==> src/rtl/dpwm_pkg.sv <==
package dpwm_pkg;

  localparam int unsigned DUTY_W = 8;

  typedef enum logic {
    SPLIT_TWO  = 1'b0,
    SPLIT_FOUR = 1'b1
  } dpwm_split_e;

  function automatic int unsigned dither_bits(dpwm_split_e split);
    return (split == SPLIT_FOUR) ? 32'd2 : 32'd1;
  endfunction

  // High time, in clocks, of the slot that contains period position pcnt.
  function automatic logic [DUTY_W:0] slot_high(logic [DUTY_W-1:0] duty,
                                                dpwm_split_e split,
                                                logic [DUTY_W-1:0] pcnt);
    int unsigned db;
    int unsigned coarse;
    int unsigned ac;
    int unsigned slot;
    db     = dither_bits(split);
    coarse = 32'(duty) >> db;
    ac     = 32'(duty) & ((32'd1 << db) - 32'd1);
    slot   = 32'(pcnt) >> (DUTY_W - db);
    return (DUTY_W+1)'(coarse + ((slot < ac) ? 32'd1 : 32'd0));
  endfunction

  // Offset of period position pcnt inside its slot.
  function automatic logic [DUTY_W:0] slot_pos(dpwm_split_e split,
                                               logic [DUTY_W-1:0] pcnt);
    int unsigned db;
    db = dither_bits(split);
    return (DUTY_W+1)'(32'(pcnt) & ((32'd1 << (DUTY_W - db)) - 32'd1));
  endfunction

endpackage

==> src/rtl/dpwm_timebase.sv <==
module dpwm_timebase
  import dpwm_pkg::*;
(
  input  logic              clk_i,
  input  logic              rst_ni,
  input  logic              en_i,
  output logic [DUTY_W-1:0] cnt_o,
  output logic              frame_start_o
);

  localparam logic [DUTY_W-1:0] CNT_ONE = DUTY_W'(1);

  logic [DUTY_W-1:0] cnt_q;

  always_ff @(posedge clk_i or negedge rst_ni) begin
    if (!rst_ni)    cnt_q <= '0;
    else if (!en_i) cnt_q <= '0;
    else            cnt_q <= cnt_q + CNT_ONE;
  end

  assign cnt_o         = cnt_q;
  assign frame_start_o = en_i && (cnt_q == '0);

endmodule

==> src/rtl/dpwm_shadow.sv <==
module dpwm_shadow
  import dpwm_pkg::*;
(
  input  logic              clk_i,
  input  logic              rst_ni,
  input  logic              frame_start_i,
  input  logic [DUTY_W-1:0] duty_i,
  input  logic              split_i,
  output logic [DUTY_W-1:0] act_duty_o,
  output dpwm_split_e       act_split_o,
  output logic [DUTY_W-1:0] held_duty_o
);

  logic [DUTY_W-1:0] duty_q;
  dpwm_split_e       split_q;

  always_ff @(posedge clk_i or negedge rst_ni) begin
    if (!rst_ni) begin
      duty_q  <= '0;
      split_q <= SPLIT_TWO;
    end else if (frame_start_i) begin
      duty_q  <= duty_i;
      split_q <= dpwm_split_e'(split_i);
    end
  end

  // The first clock of a period uses the new inputs directly.
  assign act_duty_o  = frame_start_i ? duty_i : duty_q;
  assign act_split_o = frame_start_i ? dpwm_split_e'(split_i) : split_q;
  assign held_duty_o = duty_q;

endmodule

==> src/rtl/dpwm_shaper.sv <==
module dpwm_shaper
  import dpwm_pkg::*;
(
  input  logic              clk_i,
  input  logic              rst_ni,
  input  logic              en_i,
  input  logic [DUTY_W-1:0] cnt_i,
  input  logic [DUTY_W-1:0] duty_i,
  input  dpwm_split_e       split_i,
  output logic              level_o,
  output logic              pwm_o
);

  logic [DUTY_W:0] high_time;
  logic [DUTY_W:0] pos;
  logic            pwm_q;

  assign high_time = slot_high(duty_i, split_i, cnt_i);
  assign pos       = slot_pos(split_i, cnt_i);
  assign level_o   = pos < high_time;

  always_ff @(posedge clk_i or negedge rst_ni) begin
    if (!rst_ni) pwm_q <= 1'b0;
    else         pwm_q <= en_i && level_o;
  end

  assign pwm_o = pwm_q;

endmodule

==> src/rtl/dither_pwm.sv <==
module dither_pwm
  import dpwm_pkg::*;
(
  input  logic              clk_i,
  input  logic              rst_ni,
  input  logic              en_i,
  input  logic              split_i,
  input  logic [DUTY_W-1:0] duty_i,
  output logic              pwm_o
);

  logic [DUTY_W-1:0] cnt;
  logic              frame_start;
  logic [DUTY_W-1:0] act_duty;
  dpwm_split_e       act_split;
  logic [DUTY_W-1:0] held_duty;
  logic              level;

  dpwm_timebase u_tb (
    .clk_i         (clk_i),
    .rst_ni        (rst_ni),
    .en_i          (en_i),
    .cnt_o         (cnt),
    .frame_start_o (frame_start)
  );

  dpwm_shadow u_shadow (
    .clk_i         (clk_i),
    .rst_ni        (rst_ni),
    .frame_start_i (frame_start),
    .duty_i        (duty_i),
    .split_i       (split_i),
    .act_duty_o    (act_duty),
    .act_split_o   (act_split),
    .held_duty_o   (held_duty)
  );

  dpwm_shaper u_shaper (
    .clk_i   (clk_i),
    .rst_ni  (rst_ni),
    .en_i    (en_i),
    .cnt_i   (cnt),
    .duty_i  (act_duty),
    .split_i (act_split),
    .level_o (level),
    .pwm_o   (pwm_o)
  );

endmodule

==> config.mk <==
export PLATFORM = sky130hd
export DESIGN_NAME = dither_pwm
export DESIGN_NICKNAME = d
export VERILOG_FILES = /design/src/rtl/dpwm_pkg.sv /design/src/rtl/dpwm_timebase.sv /design/src/rtl/dpwm_shadow.sv /design/src/rtl/dpwm_shaper.sv /design/src/rtl/dither_pwm.sv
export SDC_FILE = /design/constraint.sdc
export NUM_CORES = 1
export LEC_CHECK = 0
export BUFFER_PORTS_ARGS = -buffer_cell sky130_fd_sc_hd__buf_2
export CORE_MARGIN = 4
export CORE_UTILIZATION = 52
export DETAILED_ROUTE_END_ITERATION = 8
export PLACE_DENSITY = 0.74
export SYNTH_ARGS = -nofsm -noshare
export SYNTH_HDL_FRONTEND = slang
export SYNTH_SLANG_ARGS = --single-unit
==> constraint.sdc <==
create_clock -name clk_i -period 3.8 [get_ports clk_i]
set_clock_uncertainty 0.2 [all_clocks]
set_input_delay 0.76 -clock clk_i [delete_from_list [all_inputs] [get_ports clk_i]]
set_output_delay 0.76 -clock clk_i [all_outputs]
set_load 0.03 [all_outputs]
# After elaboration in Yosys (flattened, before gate mapping)
# Index checks and enable logic that the tools add are counted.
[word_totals]
input_bits = 12
register_bits = 18
output_inout_bits = 1
[op_classes]
addsub = 5
mux = 5
bitwise = 2
magnitude_cmp = 2
reduce_logical = 3
n_shift = 4
[op_table]
columns = ["cell", "count"]
rows = [
  ["$and A8 B32 Y32", 1],
  ["$lt A32 B32 Y1", 1],
  ["$shl A1 B2 Y32 const A", 1],
  ["$shl A1 B32 Y9 const A", 1],
  ["$shr A8 B32 Y32", 1],
  ["$sub A32 B1 Y32 const B", 1],
  ["$mux W8", 2],
  ["$add A9 B9 Y9", 1],
  ["$and A8 B9 Y9", 1],
  ["$lt A9 B9 Y1", 1],
  ["$shr A8 B2 Y9", 1],
  ["$sub A9 B1 Y9 const B", 1],
  ["$add A8 B1 Y8 const B", 1],
  ["$logic_not A8 Y1", 1],
  ["$sub A4 B2 Y5 const A", 1],
  ["$logic_and A1 B1 Y1", 2],
  ["$mux W1", 2],
  ["$mux W2", 1],
]

# Longest topological paths before layout
# Gate-level depths: netlist of run 1.
[depth]
depth_word = 12
ltp_mapped = 21
depth_no_buf = 21

# Hierarchy
# A second synthesis of run 1 with hierarchy kept.
[unflattened]
cells_unflattened = 123
hier_area_um2 = 1278.7
[modules_own_cells]
columns = ["mod", "instances", "area_each_um2", "cells_per_inst", "seq_area_each_um2"]
rows = [
  ["dpwm_shaper", 1, 500.5, 67, 25.0],
  ["dpwm_timebase", 1, 406.6, 37, 200.2],
  ["dpwm_shadow", 1, 371.6, 19, 225.2],
]

# Worst setup path after synthesis of run 1
# No wires, ideal clock.
[synth_path]
path_type = "input -> register"
startpoint = "input port en_i"
endpoint = "register u_shaper.pwm_q, in the netlist u_shaper.pwm_o"
path_buffers = 0
t_arrival_ns = 3.507
setup_time_ns = 0.069
slack_ns = 0.024
t_required_ns = 3.531
stages = 18
cell_sequence = "and4bb_2 -> nand2_2 -> mux2_2 -> nand2_1 -> ha_1 -> a21oi_1 -> ha_1 -> ha_1 -> and3_1 -> xor2_1 -> a21oi_1 -> a21o_1 -> ha_1 -> a21o_1 -> nand2_1 -> nand3b_1 -> a41oi_1 -> nand3b_1"
[synth_between]
elab_chain_len = 11
[synth_rtl]
columns = ["element", "line", "source"]
rows = [
  ["start: declaration", "dither_pwm.sv:6", "input logic en_i,"],
  ["$logic_and A1 B1 Y1 (*)", "dpwm_timebase.sv:22", "assign frame_start_o = en_i && (cnt_q == '0);"],
  ["$mux W1 (*)", "dpwm_shadow.sv:29", "assign act_split_o = frame_start_i ? dpwm_split_e'(split_i) : split_q;"],
  ["net act_split", "dither_pwm.sv:15", "dpwm_split_e act_split;"],
  ["$mux W2 (*)", "dpwm_pkg.sv:11", "return (split == SPLIT_FOUR) ? 32'd2 : 32'd1;"],
  ["$shl A1 B2 Y32", "dpwm_pkg.sv:24", "ac = 32'(duty) & ((32'd1 << db) - 32'd1);"],
  ["$sub A32 B1 Y32", "dpwm_pkg.sv:24", ""],
  ["$and A8 B32 Y32", "dpwm_pkg.sv:24", ""],
  ["$lt A32 B32 Y1", "dpwm_pkg.sv:26", "return (DUTY_W+1)'(coarse + ((slot < ac) ? 32'd1 : 32'd0));"],
  ["$mux W1", "dpwm_pkg.sv:26", ""],
  ["$add A9 B9 Y9", "dpwm_pkg.sv:26", ""],
  ["$lt A9 B9 Y1 (*)", "dpwm_shaper.sv:20", "assign level_o = pos < high_time;"],
  ["$logic_and A1 B1 Y1 (*)", "dpwm_shaper.sv:24", "else pwm_q <= en_i && level_o;"],
  ["end signal: assignment", "dpwm_shaper.sv:24", ""],
  ["end: declaration", "dpwm_shaper.sv:16", "logic pwm_q;"],
]
# The timed path passes the listed nets; every way through them passes the cells marked *.

# Worst setup path after layout of run 1
[layout_path]
startpoint = "register u_tb.cnt_q[0], in the netlist u_tb.cnt_o[0]"
endpoint = "register u_shaper.pwm_q, in the netlist u_shaper.pwm_o"
[layout_rtl]
columns = ["element", "line", "source"]
rows = [
  ["start: declaration", "dpwm_timebase.sv:13", "logic [DUTY_W-1:0] cnt_q;"],
  ["start signal: assignment", "dpwm_timebase.sv:18", "else cnt_q <= cnt_q + CNT_ONE;"],
  ["$logic_not A8 Y1 (*)", "dpwm_timebase.sv:22", ""],
  ["$logic_and A1 B1 Y1 (*)", "dpwm_timebase.sv:22", ""],
  ["$mux W8 (*)", "n/a", ""],
  ["net act_duty[0]", "dither_pwm.sv:14", "logic [DUTY_W-1:0] act_duty;"],
  ["$and A8 B32 Y32", "dpwm_pkg.sv:24", ""],
  ["$lt A32 B32 Y1", "dpwm_pkg.sv:26", ""],
  ["$mux W1", "dpwm_pkg.sv:26", ""],
  ["$add A9 B9 Y9 (*)", "dpwm_pkg.sv:26", ""],
  ["$lt A9 B9 Y1 (*)", "dpwm_shaper.sv:20", ""],
  ["$logic_and A1 B1 Y1 (*)", "dpwm_shaper.sv:24", ""],
]
# Marks and branches as above.

==> impl_metrics.tcl, run 1 <==
set metrics [dict create \
    grt.overflow.total 0 \
    syn_inst 148 \
    drt-total-wl_um 3340 \
    start_util 0.562 \
    gr-usage-all-layers 0.183 \
    required_ns 3.84 \
    ir_drop_uv 275 \
    path_clk_slew_ns 0.11 \
    final_cell_mix "dfrtp_1, buf_4, buf_2" \
    slew_headroom 0.722 \
    clock_sinks 18 \
    cts.path.max_buffers 2 \
    cts_root_buf "clkbuf_4" \
    areaGrowthSynthToFinish_pct 23.4 \
    postSynth.asyncResetShare 1.00 \
    wl_per_cell_um 16.2 \
    met3_length_um 81 \
    start_kind "flip-flop" \
    finalCritPeriodShare 0.967 \
    layout_commonest_cell "dfrtp_1" \
    highest_layer "met4" \
    synth_flop_cell "dfrtp_1" \
    dp_cells 200 \
    hold_violations 0 \
    place_ws_ns -0.293 \
    drt_iter0_drc 13 \
    io_buffers 12 \
    setup_viol 0 \
    cts_max_level 1 \
    antenna_left 0 \
    nets 200 \
    final_layout_size_suffix_gt1_frac 0.330 \
    critical_path_arrival_ns 3.71 \
    synth-seq-area-share 0.315 \
    critPathCaptureType "flip-flop" \
    power_density_nw_per_um2 411 \
    dp_hpwl_um 2290 \
    max_freq_ghz 0.272 \
    vias 1163 \
    design.core.area_um2 2540 \
    critical_path_class "flip-flop to flip-flop" \
    wl_met1_um 1590 \
    worst-path-max-fanout 16 \
    die_w_um 60.5 \
    whs_ns 0.177 \
    p_leak_uw 0.000859 \
    finalCriticalPeriod_ns 3.67 \
    slew_violations 0 \
    grt_pass1_vias 1100 \
    insertedDiodeCount 0 \
    dr_wl_met2_um 1590 \
    synth_area_per_cell_um2 9.67 \
    die-height_um 60.5 \
    synthDistinctLibCells 30 \
    syn_nets 171 \
    antenna_found_initial 0 \
    worstMarginPinSlew_ns 0.417 \
    ys_ff_latch 18 \
    cts_tree "done" \
    drc 0 \
    place_congestion 0.880 \
    synth-edff-count 0 \
    clk_latency_ns 0.30 \
    dpl_cell_area_um2 1620 \
    via_per_inst 5.65 \
    final.setup.tns_ns 0 \
    worstHoldPathType "input pin to async pin" \
    io_pins 13 \
    cts_hold_buf 0 \
    netlist_area_um2 1430 \
    row_count 18 \
    yosys_warnings 0 \
    reg2reg_depth 19 \
    finalWorstSetupSlack_ns 0.127 \
    r2r_slack_ns 0.13 \
    finalInstanceArea_um2 1770 \
    first_pass_iters 4 \
    grt_max_degree 19 \
    instances_no_fill 206 \
    grt_first_pass_wirelength_um 5060 \
    maxCapViolations 0 \
    status "finished clean" \
    die_area_um2 3660 \
    numCtsBuffers 3 \
]
==> worst max-delay path, stage by stage, from the launching register on <==
cell and delay [ns]:
dfrtp_1 0.37, inv_1 0.05, ha_1 0.18, and4bb_2 0.23
nand2_4 0.09, buf_4 0.23, mux2_2 0.38, nand2_1 0.12
a21oi_4 0.08, ha_4 0.18, o211a_1 0.13, buf_4 0.14
xor2_1 0.14, nor2_1 0.05, a21oi_1 0.15, ha_1 0.27
a21oi_1 0.18, o21ai_1 0.11, a41oi_1 0.20, nand3b_1 0.13
==> report_power, final <==
group | switching, uW | internal (uW) | total (uW) | leakage [uW]
clock network | 63.4 | 58.4 | 122 | 0.0000210
logic | 175 | 178 | 353 | 0.000612
registers | 33.5 | 218 | 252 | 0.000226
==> timing repair <==
action / in CTS / in global routing
endpoints found under the hold margin: 0 / 0
buffers inserted: 0 / 2
gates resized for setup: 4 / 16
endpoints found under the setup margin: 1 / 1
pin swaps: 0 / 9
==> flip-flops by register name (all words and copies together), names as in the netlist <==
name,cells
u_shadow.split_q,1
u_shaper.pwm_o,1
u_shadow.held_duty_o,8
u_tb.cnt_o,8
==> stage by stage <==
| step | power, uW | util |
|---|---|---|
| detailed placement | 535 | 0.635 |
| CTS | 664 | 0.653 |
| floorplan | 448 | - |
| global placement | 522 | 0.635 |
| global route | 782 | 0.694 |
| finish | 726 | 0.694 |
==> final timing paths <==
kind / endpoint / start
max reg2reg: u_shaper.pwm_o / u_tb.cnt_o[0]
min: u_tb.cnt_o[6] / rst_ni
min reg2reg: u_shadow.held_duty_o[0] / u_shadow.held_duty_o[0]
max in group asynchronous: u_shadow.split_q / rst_ni
max: u_shaper.pwm_o / u_tb.cnt_o[0]
min in group clk_i: u_shadow.held_duty_o[0] / u_shadow.held_duty_o[0]
==> cells by family after synthesis <==
kind of cell               after synthesis  synth area share
DFF                                     18             0.315
and+or+nand+nor                         51             0.205
buffers and inverters                    8            0.0262
adders and majority gates               11            0.0962
AOI/OAI and AO/OA                       21            0.0883
xor gates and xnor gates                17             0.104
muxes                                   22             0.166
==> area by class of cell <==
| cell class | count | area, um^2 |
|---|---|---|
| inverters | 3 | 11.3 |
| multi-input cells | 122 | 1040 |
| fillers | 195 | 778 |
| well taps | 30 | 37.5 |
| clock buffers | 4 | 36.3 |
| repair buffers | 29 | 188 |
| flip-flops and latches | 18 | 450 |
==> synthesized netlist by cell type (5+ instances only) <==
cell type | number | area (um^2)
dfrtp_1 | 18 | 450
a21oi_1 | 11 | 55.1
ha_1 | 11 | 138
mux2i_1 | 11 | 110
xor2_1 | 11 | 96.3
and2_1 | 10 | 62.6
mux2_2 | 10 | 113
nand2_1 | 9 | 33.8
nand3_1 | 7 | 35.0
nor2b_1 | 7 | 43.8
xnor2_1 | 6 | 52.6
nor2_1 | 5 | 18.8
==> per-layer routing <==
metal  vias to the layer above  global-route usage
li1                        582                   -
met3                         8              0.0213
met2                        17               0.292
met1                       556               0.260
met5                         -                   0
met4                         0              0.0588
(Power assumes the default switching activity.)
==> run 2: changes to the inputs <==
--- a/config.mk
+++ b/config.mk
@@ -9,7 +9,8 @@
 export CORE_MARGIN = 4
 export CORE_UTILIZATION = 52
 export DETAILED_ROUTE_END_ITERATION = 8
-export PLACE_DENSITY = 0.74
+export GPL_TIMING_DRIVEN = 0
+export PLACE_DENSITY = 0.72
 export SYNTH_ARGS = -nofsm -noshare
 export SYNTH_HDL_FRONTEND = slang
 export SYNTH_SLANG_ARGS = --single-unit
==> run 2 against run 1 <==
  * Setup slack worse by 0.010 ns
  * Critical path depth stayed put
  * Clock power hardly changed
  * Non-clock buffer count is 5 lower
  * Via count is 0.26% lower
  * Die area stayed put
  * Global-route usage is 0.53 points higher
  * Routed wire length is 6.8% lower
  * Combinational power is 11% lower
  * Total power is 5.3% lower
  * First-iteration DRC count grew to 4.4 times the previous value
  * Critical endpoint unchanged
  * Largest cell class unchanged
==> impl_metrics.tcl, run 2 (synthesized netlist as in run 1, its figures left out) <==
set metrics [dict create \
    fin_util 0.673 \
    critPathCaptureType "flip-flop" \
    cts_root_buf "clkbuf_4" \
    finalCritPeriodShare 0.969 \
    wl_per_cell_um 15.5 \
    clock_sinks 18 \
    crit_family "adder cells" \
    first_pass_iters 4 \
    whs_ns 0.171 \
    final_layout_size_suffix_gt1_frac 0.322 \
    drc 0 \
    finalCriticalPeriod_ns 3.68 \
    layout_commonest_cell "dfrtp_1" \
    power_density_nw_per_um2 401 \
    dp_hpwl_um 2180 \
    grt_max_degree 19 \
    start_kind "flip-flop" \
    insertedDiodeCount 0 \
    die-height_um 60.5 \
    critPathBufInv 1 \
    areaGrowthSynthToFinish_pct 19.7 \
    clk_latency_ns 0.31 \
    antenna_left 0 \
    grt.overflow.total 0 \
    finalWorstSetupSlack_ns 0.117 \
    gr-usage-all-layers 0.188 \
    design.core.area_um2 2540 \
    path_clk_slew_ns 0.11 \
    slew_headroom 0.713 \
    grt_pass1_vias 1137 \
    worst-path-max-fanout 6 \
    p_total_uw 688 \
    row_count 18 \
    crit_slowest_cell "dfrtp_1" \
    max_stage_delay_ns 0.38 \
    final_cell_mix "dfrtp_1, buf_2, mux2i_1" \
    cts.path.max_buffers 2 \
    required_ns 3.85 \
    place_ws_ns -0.440 \
    drt_iter0_drc 57 \
    start_util 0.562 \
    via_per_inst 5.77 \
    io_pins 13 \
    cts_tree "done" \
    crit_chain "inv_2 -> ha_1 -> and4bb_2 -> nand2_4 -> mux2_4 -> nand2_4 -> ha_4 -> a21oi_2 -> ha_2 -> o211a_1 -> and2_4 -> mux2i_1 -> mux2i_1 -> ha_1 -> a21o_1 -> nand2_1 -> nand3b_1 -> a41oi_1 -> nand3b_1" \
    worstHoldPathType "input pin to async pin" \
    cts_max_level 1 \
    grt_first_pass_wirelength_um 5220 \
    die_w_um 60.5 \
    die_area_um2 3660 \
    antenna_found_initial 0 \
    vias 1160 \
    cts_hold_buf 0 \
    ir_drop_uv 276 \
    critical_path_class "flip-flop to flip-flop" \
    status "finished clean" \
    max_freq_ghz 0.272 \
    p_leak_uw 0.000824 \
    hold_violations 0 \
    place_congestion 0.842 \
    worstMarginPinSlew_ns 0.430 \
    maxCapViolations 0 \
    dp_cells 190 \
    instances_no_fill 201 \
    numCtsBuffers 3 \
    setup_viol 0 \
    nets 195 \
    slew_violations 0 \
    io_buffers 12 \
    critical_path_arrival_ns 3.73 \
    drt-total-wl_um 3110 \
    rsz0062_at_grt "true" \
]
## run 2: cell types whose count changed in the layout (fill, tap and decap cells not counted), sizes merged
cell,change
buf,-6
clkbuf,+1
## run 2: final cells by class
class                      instances  area [um^2]
fill                             194          832
sequential                        18          450
inverter                           3         11.3
multi-input combinational        122         1040
clock buffer                       4         36.3
buffer                             5         26.3
tap                               30         37.5
timing repair buffer              19          113
## run 2: worst paths after layout
check	startpoint	to	slack [ns]	cells past startpoint
min in group clk_i	u_shadow.held_duty_o[0]	u_shadow.held_duty_o[0]	0.32	1
max in group asynchronous	rst_ni	u_tb.cnt_o[2]	2.93	1
hold / removal	rst_ni	u_shadow.held_duty_o[6]	0.17	1
hold reg to reg	u_shadow.held_duty_o[0]	u_shadow.held_duty_o[0]	0.32	1
setup / recovery	u_tb.cnt_o[0]	u_shaper.pwm_o	0.12	19
setup reg to reg	u_tb.cnt_o[0]	u_shaper.pwm_o	0.12	19
## run 2: metrics by stage
step,TNS (ns),instance area (um^2)
global route,-0.0777,1710
finish,0,1710
floorplan,0,1430
detailed placement,-0.440,1530
CTS,0,1620
global placement,-0.389,1530
## run 2: routing by layer
metal	share of wire	track usage	up-vias	wire length [um]
li1	-	-	568	-
met1	0.45	0.258	563	1410
met2	0.50	0.312	25	1540
met3	0.038	0.0191	4	118
met4	0.014	0.0650	0	44
met5	0	0	-	0
## run 2: timing repair
item / 4_1_cts / 5_1_grt
buffers inserted: 3 / 4
endpoints found under the setup margin: 1 / 1
cloned: 0 / 0
pin swaps: 1 / 7
resized for setup: 8 / 13
## run 2: report_power, final
group | switching (uW) | internal [uW] | leakage [uW] | total, uW
registers | 32.3 | 218 | 0.000226 | 250
clock network | 65.6 | 58.5 | 0.0000210 | 124
logic | 156 | 157 | 0.000576 | 313
total | 254 | 434 | 0.000824 | 688
